### config.mk
export PLATFORM = sky130hd
export DESIGN_NAME = simexp_seq
export DESIGN_NICKNAME = d
export VERILOG_FILES = /design/src/rtl/simexp_pkg.sv /design/src/rtl/simexp_fifo.sv /design/src/rtl/simexp_pair_pick.sv /design/src/rtl/simexp_ctrl.sv /design/src/rtl/simexp_seq.sv
export SDC_FILE = /design/constraint.sdc
export NUM_CORES = 1
export LEC_CHECK = 0
export CELL_PAD_IN_SITES_DETAIL_PLACEMENT = 0
export CELL_PAD_IN_SITES_GLOBAL_PLACEMENT = 2
export CORE_ASPECT_RATIO = 0.5
export CORE_MARGIN = 3
export CORE_UTILIZATION = 49
export DETAILED_ROUTE_END_ITERATION = 10
export DONT_BUFFER_PORTS = 1
export PLACE_DENSITY = 0.85
export SYNTH_ARGS = -nofsm -noshare
export SYNTH_HDL_FRONTEND = slang
export SYNTH_SLANG_ARGS = --single-unit
### constraint.sdc
create_clock -name clk_i -period 5.2 [get_ports clk_i]
set_input_delay 1.56 -clock clk_i [delete_from_list [all_inputs] [get_ports clk_i]]
set_output_delay 1.56 -clock clk_i [all_outputs]
set_load 0.01 [all_outputs]
### src/rtl/simexp_pkg.sv
package simexp_pkg;
  typedef logic [1:0] slot_t;
  localparam slot_t SLOT_G0  = 2'd0;
  localparam slot_t SLOT_G1  = 2'd1;
  localparam slot_t SLOT_G01 = 2'd2;
  localparam slot_t SLOT_ACC = 2'd3;

  typedef enum logic [3:0] {
    ST_IDLE,
    ST_ONE_GO,
    ST_ONE_WAIT,
    ST_SQ_GO,
    ST_SQ_WAIT,
    ST_ML_GO,
    ST_ML_WAIT,
    ST_NEXT,
    ST_CHECK,
    ST_DONE
  } seq_state_e;
endpackage

### src/rtl/simexp_fifo.sv
module simexp_fifo #(
  parameter int DEPTH  = 4,
  parameter int WORD_W = 32
) (
  input  logic              clk_i,
  input  logic              rst_ni,
  input  logic [WORD_W-1:0] din_i,
  input  logic              push_i,
  input  logic              pop_i,
  output logic [WORD_W-1:0] head_o,
  output logic              empty_o,
  output logic              full_o,
  output logic              nopush_o
);
  localparam int PTR_W = (DEPTH > 1) ? $clog2(DEPTH) : 1;
  localparam int CNT_W = $clog2(DEPTH + 1);

  logic [WORD_W-1:0] mem_q [DEPTH];
  logic [PTR_W-1:0]  wr_q, rd_q;
  logic [CNT_W-1:0]  cnt_q;
  logic              nopush_q;
  logic              do_push, do_pop;

  assign full_o   = (cnt_q == CNT_W'(DEPTH));
  assign empty_o  = (cnt_q == '0);
  assign do_push  = push_i && !full_o;
  assign do_pop   = pop_i && !empty_o;
  assign head_o   = mem_q[rd_q];
  assign nopush_o = nopush_q;

  function automatic logic [PTR_W-1:0] ptr_inc(input logic [PTR_W-1:0] p);
    return (p == PTR_W'(DEPTH - 1)) ? '0 : p + 1'b1;
  endfunction

  always_ff @(posedge clk_i or negedge rst_ni) begin
    if (!rst_ni) begin
      wr_q     <= '0;
      rd_q     <= '0;
      cnt_q    <= '0;
      nopush_q <= 1'b0;
      for (int i = 0; i < DEPTH; i++) mem_q[i] <= '0;
    end else begin
      nopush_q <= push_i && full_o;
      if (do_push) begin
        mem_q[wr_q] <= din_i;
        wr_q        <= ptr_inc(wr_q);
      end
      if (do_pop) rd_q <= ptr_inc(rd_q);
      case ({do_push, do_pop})
        2'b10:   cnt_q <= cnt_q + 1'b1;
        2'b01:   cnt_q <= cnt_q - 1'b1;
        default: cnt_q <= cnt_q;
      endcase
    end
  end

  p_pop_nonempty_r6: assert property (@(posedge clk_i) disable iff (!rst_ni)
    pop_i |-> !empty_o);
  p_refuse_flag_r8: assert property (@(posedge clk_i) disable iff (!rst_ni)
    (push_i && full_o) |=> nopush_o);
  p_refuse_hold_r8: assert property (@(posedge clk_i) disable iff (!rst_ni)
    (push_i && full_o && !pop_i) |=> (cnt_q == $past(cnt_q)));
endmodule

### src/rtl/simexp_pair_pick.sv
module simexp_pair_pick
  import simexp_pkg::*;
#(
  parameter int CHUNK_W = 16,
  localparam int IDX_W  = $clog2(CHUNK_W),
  localparam int WORD_W = 2 * CHUNK_W
) (
  input  logic [WORD_W-1:0] word_i,
  input  logic [IDX_W-1:0]  idx_i,
  output slot_t             y_sel_o,
  output logic              need_mul_o
);
  logic [1:0] pair;
  assign pair = {word_i[CHUNK_W + 32'(idx_i)], word_i[32'(idx_i)]};

  always_comb begin
    need_mul_o = 1'b1;
    unique case (pair)
      2'b01:   y_sel_o = SLOT_G0;
      2'b10:   y_sel_o = SLOT_G1;
      2'b11:   y_sel_o = SLOT_G01;
      default: begin
        y_sel_o    = SLOT_G0;
        need_mul_o = 1'b0;
      end
    endcase
  end
endmodule

### src/rtl/simexp_ctrl.sv
module simexp_ctrl
  import simexp_pkg::*;
#(
  parameter int CHUNK_W = 16,
  localparam int IDX_W  = $clog2(CHUNK_W),
  localparam int WORD_W = 2 * CHUNK_W
) (
  input  logic              clk_i,
  input  logic              rst_ni,
  input  logic              start_i,
  input  logic              run_auto_i,
  input  slot_t             x_sel_i,
  input  slot_t             y_sel_i,
  input  slot_t             dest_sel_i,
  input  logic [WORD_W-1:0] word_i,
  input  logic              empty_i,
  output logic              pop_o,
  input  logic              mul_done_i,
  output logic              mul_start_o,
  output slot_t             mul_x_o,
  output slot_t             mul_y_o,
  output slot_t             mul_dest_o,
  output logic              ready_o
);
  seq_state_e       state_q;
  logic             auto_q;
  slot_t            xs_q, ys_q, ds_q;
  logic [IDX_W-1:0] idx_q;
  slot_t            pick_y;
  logic             need_mul;

  simexp_pair_pick #(.CHUNK_W(CHUNK_W)) u_pick (
    .word_i    (word_i),
    .idx_i     (idx_q),
    .y_sel_o   (pick_y),
    .need_mul_o(need_mul)
  );

  always_ff @(posedge clk_i or negedge rst_ni) begin
    if (!rst_ni) begin
      state_q <= ST_IDLE;
      auto_q  <= 1'b0;
      xs_q    <= SLOT_G0;
      ys_q    <= SLOT_G0;
      ds_q    <= SLOT_G0;
      idx_q   <= '0;
    end else begin
      unique case (state_q)
        ST_IDLE: if (start_i) begin
          auto_q <= run_auto_i;
          xs_q   <= x_sel_i;
          ys_q   <= y_sel_i;
          ds_q   <= dest_sel_i;
          idx_q  <= IDX_W'(CHUNK_W - 1);
          if (!run_auto_i)  state_q <= ST_ONE_GO;
          else if (empty_i) state_q <= ST_DONE;
          else              state_q <= ST_SQ_GO;
        end
        ST_ONE_GO:   state_q <= ST_ONE_WAIT;
        ST_ONE_WAIT: if (mul_done_i) state_q <= ST_DONE;
        ST_SQ_GO:    state_q <= ST_SQ_WAIT;
        ST_SQ_WAIT:  if (mul_done_i) state_q <= need_mul ? ST_ML_GO : ST_NEXT;
        ST_ML_GO:    state_q <= ST_ML_WAIT;
        ST_ML_WAIT:  if (mul_done_i) state_q <= ST_NEXT;
        ST_NEXT: begin
          if (idx_q == '0) state_q <= ST_CHECK;
          else begin
            idx_q   <= idx_q - 1'b1;
            state_q <= ST_SQ_GO;
          end
        end
        ST_CHECK: begin
          idx_q   <= IDX_W'(CHUNK_W - 1);
          state_q <= empty_i ? ST_DONE : ST_SQ_GO;
        end
        ST_DONE:  state_q <= ST_IDLE;
        default:  state_q <= ST_IDLE;
      endcase
    end
  end

  always_comb begin
    mul_start_o = 1'b0;
    mul_x_o     = SLOT_G0;
    mul_y_o     = SLOT_G0;
    mul_dest_o  = SLOT_G0;
    unique case (state_q)
      ST_ONE_GO, ST_ONE_WAIT: begin
        mul_start_o = (state_q == ST_ONE_GO);
        mul_x_o     = xs_q;
        mul_y_o     = ys_q;
        mul_dest_o  = ds_q;
      end
      ST_SQ_GO, ST_SQ_WAIT: begin
        mul_start_o = (state_q == ST_SQ_GO);
        mul_x_o     = SLOT_ACC;
        mul_y_o     = SLOT_ACC;
        mul_dest_o  = SLOT_ACC;
      end
      ST_ML_GO, ST_ML_WAIT: begin
        mul_start_o = (state_q == ST_ML_GO);
        mul_x_o     = SLOT_ACC;
        mul_y_o     = pick_y;
        mul_dest_o  = SLOT_ACC;
      end
      default: ;
    endcase
  end

  assign pop_o   = (state_q == ST_NEXT) && (idx_q == '0);
  assign ready_o = (state_q == ST_DONE);

  p_start_pulse_r9: assert property (@(posedge clk_i) disable iff (!rst_ni)
    mul_start_o |=> !mul_start_o);
  p_ready_pulse_r1: assert property (@(posedge clk_i) disable iff (!rst_ni)
    ready_o |=> !ready_o);
  p_auto_dest_acc_r5: assert property (@(posedge clk_i) disable iff (!rst_ni)
    (mul_start_o && auto_q) |-> (mul_dest_o == SLOT_ACC));
  p_mul_needs_pair_r5: assert property (@(posedge clk_i) disable iff (!rst_ni)
    (state_q == ST_ML_GO) |-> need_mul);
  p_no_start_waiting_r9: assert property (@(posedge clk_i) disable iff (!rst_ni)
    (mul_start_o && !mul_done_i) |=> !mul_start_o);
endmodule

### src/rtl/simexp_seq.sv
module simexp_seq
  import simexp_pkg::*;
#(
  parameter int CHUNK_W = 16,
  parameter int DEPTH   = 4,
  localparam int WORD_W = 2 * CHUNK_W
) (
  input  logic              clk_i,
  input  logic              rst_ni,
  input  logic              start_i,
  input  logic              run_auto_i,
  input  logic [1:0]        x_sel_i,
  input  logic [1:0]        y_sel_i,
  input  logic [1:0]        dest_sel_i,
  input  logic [WORD_W-1:0] fifo_din_i,
  input  logic              fifo_push_i,
  output logic              fifo_full_o,
  output logic              fifo_nopush_o,
  output logic              mul_start_o,
  output logic [1:0]        mul_x_o,
  output logic [1:0]        mul_y_o,
  output logic [1:0]        mul_dest_o,
  input  logic              mul_done_i,
  output logic              ready_o
);
  logic [WORD_W-1:0] head;
  logic              empty, pop;

  simexp_fifo #(.DEPTH(DEPTH), .WORD_W(WORD_W)) u_fifo (
    .clk_i   (clk_i),
    .rst_ni  (rst_ni),
    .din_i   (fifo_din_i),
    .push_i  (fifo_push_i),
    .pop_i   (pop),
    .head_o  (head),
    .empty_o (empty),
    .full_o  (fifo_full_o),
    .nopush_o(fifo_nopush_o)
  );

  simexp_ctrl #(.CHUNK_W(CHUNK_W)) u_ctrl (
    .clk_i      (clk_i),
    .rst_ni     (rst_ni),
    .start_i    (start_i),
    .run_auto_i (run_auto_i),
    .x_sel_i    (x_sel_i),
    .y_sel_i    (y_sel_i),
    .dest_sel_i (dest_sel_i),
    .word_i     (head),
    .empty_i    (empty),
    .pop_o      (pop),
    .mul_done_i (mul_done_i),
    .mul_start_o(mul_start_o),
    .mul_x_o    (mul_x_o),
    .mul_y_o    (mul_y_o),
    .mul_dest_o (mul_dest_o),
    .ready_o    (ready_o)
  );

  p_ready_ends_busy_r6: assert property (@(posedge clk_i) disable iff (!rst_ni)
    ready_o |-> !mul_start_o);
endmodule

==> results by group, run 1 <==
Run status
  – Run status: finished, final reports clean

Clocking
  – CTS tree: yes
  – Clock Sinks: 150
  – Clock H-tree levels: 4
  – Hold Buf Count CTS: 0
  – Worst-Skew Late Latency: 0.42 ns
  – CTS root buf: clkbuf_16
  – Clock Tree Buf Depth: 2
  – Clk slew on worst S/H paths: 0.06 ns
  – TritonCTS Buffers: 17
  – # resized after CTS: 0
  – Post-CTS Repair Setup Buffers: 0

GRT
  – First-pass GRT wire length: 24000 um
  – Vias in the first global route: 4370
  – Gr usage total: 19.2%
  – Initial antenna violation count: 0
  – Largest net degree at the start of global routing: 151
  – Total grt overflow: 0

Routing
  – DR iter-0 viols: 307
  – DRC Markers: 0
  – Vias: 4231
  – Via density: 5.83
  – Final ANT Viol Nets: 0
  – Total length of routed wires: 14800 um
  – Number of detailed-route iterations in the first pass: 4
  – DR WL/cell: 20.4 um

Layout
  – Post-route insts no fill: 726
  – Synth-to-Final Area Change: 10.6%
  – Share of cells above drive strength 1: 38.6%
  – Number of diodes: 0
  – Total Nets Final: 574

Critical path
  – Critical path's slowest cell: dfrtp_1
  – Crit path DAT: 3.30 ns
  – Critical Path Fanout Max: 20
  – Critical Path End Type: primary output
  – CP dominant cell by count: buf_4
  – Critical path type: register to primary output
  – Startpoint types: register
  – Max stage delay on crit path: 0.63 ns
  – Worst path cell trace: buf_4 -> mux2_2 -> a221oi_1 -> o22ai_1 -> o21ai_0 -> o21ai_1 -> o32ai_1 -> buf_4
  – CP Data Required Time: 3.64 ns

STA
  – Endpoints failing hold: 0
  – Skew final: 0.0115 ns
  – Total negative slack: 0 ns
  – Min Tclk post-route: 4.86 ns
  – Slew Limit Headroom: 41.1%
  – RSZ-0062 raised after global routing: false
  – Final Cycle Share: 93.4%
  – Worst-margin pin slew: 0.883 ns
  – Fin. max-slew vios: 0
  – Final Setup Violations: 0
  – Achievable Freq: 206 MHz

Power
  – Pwr Density: 640 nW/um^2
  – Total power draw: 0.00509 W
  – VDD IR max: 0.000244 V
  – Static Leak: 3.41 nW

Logic synthesis
  – Dominant cells by area after synthesis: dfrtp_1, mux2_2, mux4_2
  – Syn Nets: 577
  – Cell with the most instances after synthesis: dfrtp_1
  – Top-area cell type share of the netlist area: 52.2%
  – Mapped cell area: 7190 sq um
  – Synth Area per Inst: 13.7 sq um
  – Synth cell types: 48
  – YS warnings: 0
  – Synth top cells by count: dfrtp_1, mux2_2, nand2_1
  – Post-synth EDFFs: 0
  – Ys flop type: dfrtp_1
  – Cell taking the most area after synthesis: dfrtp_1
  – Async set or reset register ratio after synthesis: 100%
  – Mapped Cells: 524
  – FF+latch count, synth: 150
  – Share of the yosys chip area belonging to registers: 52.2%

Floorplanning
  – I/O pins: 54
  – Die extent in x: 177 um
  – Die Y: 91.7 um
  – Starting Density: 51.5%
  – Core area: 14000 sq um
  – Die area: 16300 sq um
  – FP Rows: 30

Job
  – # Max-Cap Violations: 0

Place
  – I/O Buffers: 0
  – Placed instance count: 694
  – Routability-driven placement congestion ratio: 0.778
  – Hpwl dp: 9770 um

Hold path
  – Hold crit path type: register to register
critical path, delay by kind of cell (launching register included):
family	cells	cell delay (ns)
compound gates	5	1.31
buf+inv	2	0.57
mux	1	0.38
flops	1	0.63
routing by layer:
layer	share of wire [%]	vias to the layer above	GRT usage, %
met5	0	-	0
met4	0.90	0	5.03
met3	6.3	16	5.38
met2	45	97	28.9
met1	48	2192	27.6
li1	-	1926	-
cell usage in the layout (no fill, tap or decap), types with 5 or more instances in the layout:
cell	instances
mux4_2	20
a21oi_1	16
dfrtp_1	150
nand3_1	6
inv_1	11
clkbuf_16	17
o21ai_0	12
ha_1	8
mux2_2	141
nor2_1	19
buf_4	11
nand2_1	26
mux2i_1	16
o21a_1	6
mux4_1	5
cells by family after synthesis:
family                     Yosys count  synth area share [%]
AOI/OAI and AO/OA                   57                  5.24
xor gates and xnor gates             5                 0.609
adders and majority gates           13                  2.23
buffers and inverters               45                  2.82
DFF                                150                  52.2
muxes                              182                  32.4
and+or+nand+nor                     72                  4.56
report_power, final:
part / internal [W] / total [W] / switching [W]
Combinational: 0.000990 / 0.00171 / 0.000720
Sequential: 0.00175 / 0.00214 / 0.000391
Clock: 0.000719 / 0.00124 / 0.000522
stage by stage:
stage	worst slack (ns)	utilization, %	area (sq um)	hold slack (ns)
detailed placement	0.844	52.7	7360	0.488
global placement	0.821	52.7	7360	0.479
finish	0.345	57.0	7960	0.500
global route	0.187	57.0	7960	0.513
CTS	0.373	57.0	7960	0.501
floorplan	1.60	-	7190	0.470
cell type report:
| cell class | instances | area [sq um] |
|---|---|---|
| sequential | 150 | 3750 |
| timing repair buffer | 11 | 82.6 |
| clock buffer | 17 | 425 |
| multi-input combinational | 329 | 3240 |
| clock inverter | 15 | 170 |
| inverter | 12 | 45.0 |
| fill | 1153 | 6010 |
| tap | 192 | 240 |
flip-flops by register name, summed over array words and instances, names as in the netlist:
| register | cells |
|---|---|
| u_ctrl.ds_q | 2 |
| u_ctrl.idx_q | 4 |
| u_ctrl.state_q | 4 |
| u_ctrl.xs_q | 2 |
| u_ctrl.ys_q | 2 |
| u_fifo.cnt_q | 3 |
| u_fifo.mem_q | 128 |
| u_fifo.nopush_o | 1 |
| u_fifo.rd_q | 2 |
| u_fifo.wr_q | 2 |
final timing paths:
check	startpoint	endpoint	slack, ns	depth (start not counted)
setup / recovery	u_ctrl.idx_q[0]$_DFFE_PN0P_	mul_y_o[0]	0.34	8
hold / removal	u_fifo.mem_q[36]$_DFFE_PN0P_	u_fifo.mem_q[36]$_DFFE_PN0P_	0.50	1
setup reg to reg	u_ctrl.state_q[2]$_DFFE_PN0P_	u_fifo.cnt_q[2]$_DFFE_PN0P_	2.19	9
hold reg to reg	u_fifo.mem_q[36]$_DFFE_PN0P_	u_fifo.mem_q[36]$_DFFE_PN0P_	0.50	1
max in group asynchronous	rst_ni	u_fifo.cnt_q[0]$_DFFE_PN0P_	4.08	0
min in group asynchronous	rst_ni	u_ctrl.ds_q[0]$_DFFE_PN0P_	0.83	0
No activity file was read; power rests on OpenSTA's default activity.
==> run 2, diff against run 1 <==
--- a/config.mk
+++ b/config.mk
@@ -12,7 +12,7 @@
 export CORE_UTILIZATION = 49
 export DETAILED_ROUTE_END_ITERATION = 10
 export DONT_BUFFER_PORTS = 1
-export PLACE_DENSITY = 0.85
+export PLACE_DENSITY_LB_ADDON = 0.2
 export SYNTH_ARGS = -nofsm -noshare
 export SYNTH_HDL_FRONTEND = slang
 export SYNTH_SLANG_ARGS = --single-unit
==> results by group, run 2 (synthesized netlist as in run 1, its figures left out) <==
Layout
  – FF/Latch Area: 3750 sq um (unchanged)
  – Number of diodes: 0 (unchanged)
  – Share of cells above drive strength 1: 38.3% (-0.30 points)
  – Fill count: 1132 (-1.8%)
  – Post-route insts no fill: 725 (-0.14%)
  – Synth-to-Final Area Change: 10.9%
  – Area of the multi-input gates: 3240 sq um (unchanged)
  – Most flops, register: u_fifo.mem_q
  – Most frequent cells in the layout: dfrtp_1, mux2_2, nand2_1, mux4_2, nor2_1
  – Total Nets Final: 573 (-0.17%)
  – Most common cell after layout, fill and taps aside: dfrtp_1
  – Number of flip-flops in the largest register: 128 (unchanged)
  – Biggest regs: u_fifo.mem_q x128, u_ctrl.idx_q x4, u_ctrl.state_q x4

STA
  – Final Setup Violations: 0 (unchanged)
  – Total negative slack: 0 ns (unchanged)
  – Final Cycle Share: 96.9% (+3.5 points)
  – Min Tclk post-route: 5.04 ns (+0.183 ns)
  – Slew Limit Headroom: 38.0% (-3.1 points)
  – Skew final: 0.0105 ns (-0.00102 ns)
  – Fin. max-slew vios: 0 (unchanged)
  – RSZ-0062 raised after global routing: false
  – Worst-margin pin slew: 0.930 ns (+0.0471 ns)
  – Achievable Freq: 198 MHz (-3.6%)
  – Final hold slack: 0.498 ns (-0.00177 ns)
  – Endpoints failing hold: 0 (unchanged)

Clocking
  – Worst-Skew Late Latency: 0.41 ns (about the same)
  – Post-CTS Repair Setup Buffers: 0 (unchanged)
  – CTS tree: yes
  – Hold Buf Count CTS: 0 (unchanged)
  – Clock Sinks: 150 (unchanged)
  – TritonCTS Buffers: 17 (unchanged)
  – Clk slew on worst S/H paths: 0.06 ns (about the same)
  – # resized after CTS: 0 (unchanged)
  – CTS root buf: clkbuf_16
  – Clock Tree Buf Depth: 2 (unchanged)
  – Clock H-tree levels: 4 (unchanged)

Critical path
  – Critical path's slowest cell: dfrtp_1
  – Critical path type: register to primary output
  – Critical Path Fanout Max: 21 (+5.0%)
  – CP Data Required Time: 3.64 ns (about the same)
  – CP startpoint: u_fifo.rd_q[0]$_DFFE_PN0P_
  – Worst R2R Setup Slack: 2.05 ns (-0.14 ns)
  – Worst r2r path cells: 9 (unchanged)
  – Crit path to: mul_y_o[0]
  – Worst path cell trace: mux4_2 -> nand2_1 -> nand2_1 -> a221oi_1 -> o21ai_1 -> o32ai_1 -> buf_4
  – Reg2reg end: u_fifo.cnt_q[2]$_DFFE_PN0P_
  – Crit path DAT: 3.48 ns (+0.18 ns)
  – CP dominant cell by count: nand2_1
  – Max stage delay on crit path: 0.95 ns (+0.32 ns)
  – Critical Path End Type: primary output
  – FF-to-FF Start: u_ctrl.state_q[2]$_DFFE_PN0P_
  – Startpoint types: register

Place
  – Routability-driven placement congestion ratio: 0.775 (-0.40%)
  – Hpwl dp: 9650 um (-1.2%)
  – I/O Buffers: 0 (unchanged)
  – Placed instance count: 693 (-0.14%)

Floorplanning
  – I/O pins: 54 (unchanged)
  – Die area: 16300 sq um (unchanged)
  – Die Y: 91.7 um (unchanged)
  – Die extent in x: 177 um (unchanged)
  – Core area: 14000 sq um (unchanged)
  – Starting Density: 51.5% (unchanged)
  – FP Rows: 30 (unchanged)

Routing
  – Vias: 4181 (-1.2%)
  – Final ANT Viol Nets: 0 (unchanged)
  – Via density: 5.77 (-1.0%)
  – Number of detailed-route iterations in the first pass: 4 (unchanged)
  – Total length of routed wires: 14800 um (-0.18%)
  – DR iter-0 viols: 263 (-14%)
  – DR WL/cell: 20.4 um (about the same)
  – DRC Markers: 0 (unchanged)

Power
  – Clock network power share: 25.0% (+0.6 points)
  – Pwr Density: 645 nW/um^2 (+0.70%)
  – Logic pwr share: 33.5% (about the same)
  – Internal power: 0.00353 W (+2.0%)
  – VDD IR max: 0.000240 V (-1.4%)
  – Seq pwr share: 41.5% (-0.6 points)
  – Static Leak: 3.43 nW (+0.46%)
  – Switching power: 0.00161 W (-1.3%)
  – Switching share of power: 31.4% (-0.71 points)

GRT
  – Largest net degree at the start of global routing: 151 (unchanged)
  – Initial antenna violation count: 0 (unchanged)
  – Gr usage total: 19.4% (+0.22 points)
  – Vias in the first global route: 4309 (-1.4%)
  – First-pass GRT wire length: 24300 um (+1.4%)
  – Total grt overflow: 0 (unchanged)

Run status
  – Run status: finished, final reports clean

Job
  – # Max-Cap Violations: 0 (unchanged)

Hold path
  – Hold crit path type: register to register
run 2: through the flow:
stage / util, % / area [sq um] / setup slack (ns) / total power, W
CTS: 57.1 / 7980 / 0.258 / 0.00518
finish: 57.1 / 7980 / 0.162 / 0.00514
floorplan: - / 7190 / 1.60 / 0.00345
global route: 57.1 / 7980 / 0.0256 / 0.00548
global placement: 52.7 / 7350 / 0.731 / 0.00382
detailed placement: 52.7 / 7350 / 0.702 / 0.00387
run 2: critical path, delay by kind of cell, from the launching register on:
| kind | cells | cell delay [ns] |
|---|---|---|
| AND/OR/NAND/NOR | 2 | 0.15 |
| multiplexers | 1 | 0.60 |
| buffers and inverters | 1 | 0.19 |
| AO/OA/AOI/OAI | 3 | 1.18 |
| flip-flops | 1 | 0.95 |
run 2: power by group through the flow:
stage                     sequential, W  clock (W)  combinational [W]
final                           0.00213    0.00129            0.00172
after global routing            0.00222    0.00137            0.00190
after CTS                       0.00213    0.00132            0.00174
after detailed placement        0.00214          0            0.00173
after global placement          0.00214          0            0.00168
after floorplan                 0.00195          0            0.00149
run 2: per-layer routing:
metal	wire [um]	track usage [%]	vias to the layer above
li1	-	-	1921
met4	102	4.44	0
met3	838	5.62	13
met1	7660	29.4	2170
met2	6200	27.7	77
met5	0	0	-
run 2: how the worst min path moves through the flow:
| stage | startpoint | to | slack, ns | cells past startpoint |
|---|---|---|---|---|
| floorplan | u_fifo.mem_q[28]$_DFFE_PN0P_ | u_fifo.mem_q[28]$_DFFE_PN0P_ | 0.47 | 1 |
| global placement | u_fifo.mem_q[103]$_DFFE_PN0P_ | u_fifo.mem_q[103]$_DFFE_PN0P_ | 0.48 | 1 |
| detailed placement | u_fifo.mem_q[80]$_DFFE_PN0P_ | u_fifo.mem_q[80]$_DFFE_PN0P_ | 0.49 | 1 |
| CTS | u_fifo.mem_q[61]$_DFFE_PN0P_ | u_fifo.mem_q[61]$_DFFE_PN0P_ | 0.50 | 1 |
| global route | u_fifo.mem_q[59]$_DFFE_PN0P_ | u_fifo.mem_q[59]$_DFFE_PN0P_ | 0.51 | 1 |
| finish | u_fifo.mem_q[28]$_DFFE_PN0P_ | u_fifo.mem_q[28]$_DFFE_PN0P_ | 0.50 | 1 |
run 2: layout make-up:
class | count | share of cell area (%)
sequential | 150 | 47.1
inverter | 12 | 0.565
timing repair buffer | 10 | 0.941
clock buffer | 20 | 5.73
tap | 192 | 3.01
clock inverter | 12 | 2.10
multi-input combinational | 329 | 40.6
==> run 3, diff against run 2 <==
--- a/config.mk
+++ b/config.mk
@@ -9,7 +9,8 @@
 export CELL_PAD_IN_SITES_GLOBAL_PLACEMENT = 2
 export CORE_ASPECT_RATIO = 0.5
 export CORE_MARGIN = 3
-export CORE_UTILIZATION = 49
+export CORE_UTILIZATION = 51
+export CTS_BUF_LIST = sky130_fd_sc_hd__clkbuf_4 sky130_fd_sc_hd__clkbuf_8
 export DETAILED_ROUTE_END_ITERATION = 10
 export DONT_BUFFER_PORTS = 1
 export PLACE_DENSITY_LB_ADDON = 0.2
==> results by group, run 3 (synthesized netlist as in run 1, its figures left out) <==
Routing
  – Number of detailed-route iterations in the first pass: 5 (+1)
  – DR iter-0 viols: 238 (-9.5%)
  – DR WL/cell: 20.4 um (about the same)
  – Vias: 4234 (+1.3%)
  – DRC Markers: 0 (unchanged)
  – Via density: 5.88 (+2.0%)
  – Final ANT Viol Nets: 0 (unchanged)
  – Total length of routed wires: 14700 um (-0.61%)

Power
  – VDD IR max: 0.000241 V (+0.28%)
  – Total power draw: 0.00479 W (-6.8%)
  – Pwr Density: 617 nW/um^2 (-4.3%)
  – Static Leak: 3.35 nW (-2.4%)

STA
  – Min Tclk post-route: 4.85 ns (-0.191 ns)
  – Final hold slack: 0.507 ns (+0.00911 ns)
  – Fin. max-slew vios: 0 (unchanged)
  – Worst-margin pin slew: 0.893 ns (-0.0366 ns)
  – RSZ-0062 raised after global routing: false
  – Final Setup Violations: 0 (unchanged)
  – Endpoints failing hold: 0 (unchanged)
  – Total negative slack: 0 ns (unchanged)
  – Skew final: 0.0132 ns (+0.00273 ns)
  – Slew Limit Headroom: 40.4% (+2.4 points)
  – Final Cycle Share: 93.2% (-3.7 points)
  – Achievable Freq: 206 MHz (+3.9%)

Floorplanning
  – Die area: 15700 sq um (-3.7%)
  – I/O pins: 54 (unchanged)
  – FP Rows: 29 (-3.3%)
  – Core area: 13200 sq um (-5.4%)
  – Die extent in x: 174 um (-1.9%)
  – Die Y: 90.0 um (-1.8%)
  – Starting Density: 54.5% (+2.9 points)

Layout
  – Most frequent cells in the layout: dfrtp_1, mux2_2, nand2_1, mux4_2, nor2_1
  – Most flops, register: u_fifo.mem_q
  – Most common cell after layout, fill and taps aside: dfrtp_1
  – Synth-to-Final Area Change: 7.98%
  – Final core utilization: 58.8% (+1.7 points)
  – Total Nets Final: 574 (+0.17%)
  – Biggest regs: u_fifo.mem_q x128, u_ctrl.idx_q x4, u_ctrl.state_q x4
  – Share of cells above drive strength 1: 38.6% (+0.30 points)
  – Number of diodes: 0 (unchanged)
  – Post-route insts no fill: 720 (-0.69%)
  – Number of flip-flops in the largest register: 128 (unchanged)

Place
  – I/O Buffers: 0 (unchanged)
  – Routability-driven placement congestion ratio: 0.793 (+2.3%)
  – Hpwl dp: 9860 um (+2.2%)
  – Placed instance count: 688 (-0.72%)

Clocking
  – CTS root buf: clkbuf_8
  – Clk slew on worst S/H paths: 0.09 ns (+0.03 ns)
  – Clock Sinks: 150 (unchanged)
  – Clock H-tree levels: 4 (unchanged)
  – TritonCTS Buffers: 17 (unchanged)
  – CTS tree: yes
  – Clock Tree Buf Depth: 2 (unchanged)
  – Worst-Skew Late Latency: 0.45 ns (+0.04 ns)
  – # resized after CTS: 0 (unchanged)
  – Post-CTS Repair Setup Buffers: 0 (unchanged)
  – Hold Buf Count CTS: 0 (unchanged)

Critical path
  – Critical Path End Type: primary output
  – Critical Path Fanout Max: 14 (-33%)
  – CP Data Required Time: 3.64 ns (about the same)
  – Crit path DAT: 3.29 ns (-0.19 ns)
  – Startpoint types: register
  – Worst r2r path cells: 9 (unchanged)
  – Critical path type: register to primary output

GRT
  – Total grt overflow: 0 (unchanged)
  – Gr usage total: 19.7% (+0.29 points)
  – First-pass GRT wire length: 24100 um (-0.91%)
  – Largest net degree at the start of global routing: 151 (unchanged)
  – Vias in the first global route: 4278 (-0.72%)
  – Initial antenna violation count: 0 (unchanged)

Hold path
  – Hold crit path type: register to register
  – WHS Path Cells: 1 (unchanged)

Job
  – # Max-Cap Violations: 0 (unchanged)

Run status
  – Run status: finished, final reports clean
==> run 3: report_power, final <==
| group | leakage (nW) | internal (W) | total, W | switching, W |
|---|---|---|---|---|
| Combinational | 1.35 | 0.000990 | 0.00171 | 0.000717 |
| Clock | 0.215 | 0.000450 | 0.000946 | 0.000496 |
| Sequential | 1.78 | 0.00175 | 0.00214 | 0.000394 |
| Total | 3.35 | 0.00319 | 0.00479 | 0.00161 |
==> run 3: per-layer routing <==
metal	track usage [%]	vias to the layer above	share of wire, %
met5	0	-	0
met1	29.5	2203	50
li1	-	1927	-
met3	5.05	8	6.0
met4	5.41	0	0.67
met2	28.7	96	44
==> run 3: path summary, 6_finish.rpt <==
check	start	end	slack [ns]
hold / removal	u_fifo.mem_q[17]$_DFFE_PN0P_	u_fifo.mem_q[17]$_DFFE_PN0P_	0.51
setup / recovery	u_fifo.rd_q[0]$_DFFE_PN0P_	mul_y_o[0]	0.35
min in group asynchronous	rst_ni	u_ctrl.ds_q[1]$_DFFE_PN0P_	0.80
setup reg to reg	u_ctrl.state_q[2]$_DFFE_PN0P_	u_fifo.cnt_q[2]$_DFFE_PN0P_	2.12
hold reg to reg	u_fifo.mem_q[17]$_DFFE_PN0P_	u_fifo.mem_q[17]$_DFFE_PN0P_	0.51
max in group asynchronous	rst_ni	u_ctrl.state_q[0]$_DFFE_PN0P_	4.17
==> run 3: through the flow <==
step / setup WS [ns] / cell area, sq um
after floorplan: 1.60 / 7190
after global placement: 0.843 / 7350
after detailed placement: 0.831 / 7350
after CTS: 0.326 / 7770
after global routing: 0.150 / 7770
final: 0.353 / 7770
==> run 3: cell type report <==
class                      instances  area (sq um)
clock buffer                      17           234
clock inverter                    15           183
fill                            1129          5440
inverter                          12          45.0
multi-input combinational        329          3240
sequential                       150          3750
tap                              186           233
timing repair buffer              11          82.6
==> run 3: worst max-delay path, cell delays in order (launching register included) <==
cell and delay [ns]:
dfrtp_1 0.76, mux4_2 0.59, nand2_1 0.08, nand2_1 0.06, a221oi_1 0.63, o21ai_1 0.16
o32ai_1 0.38, buf_4 0.19
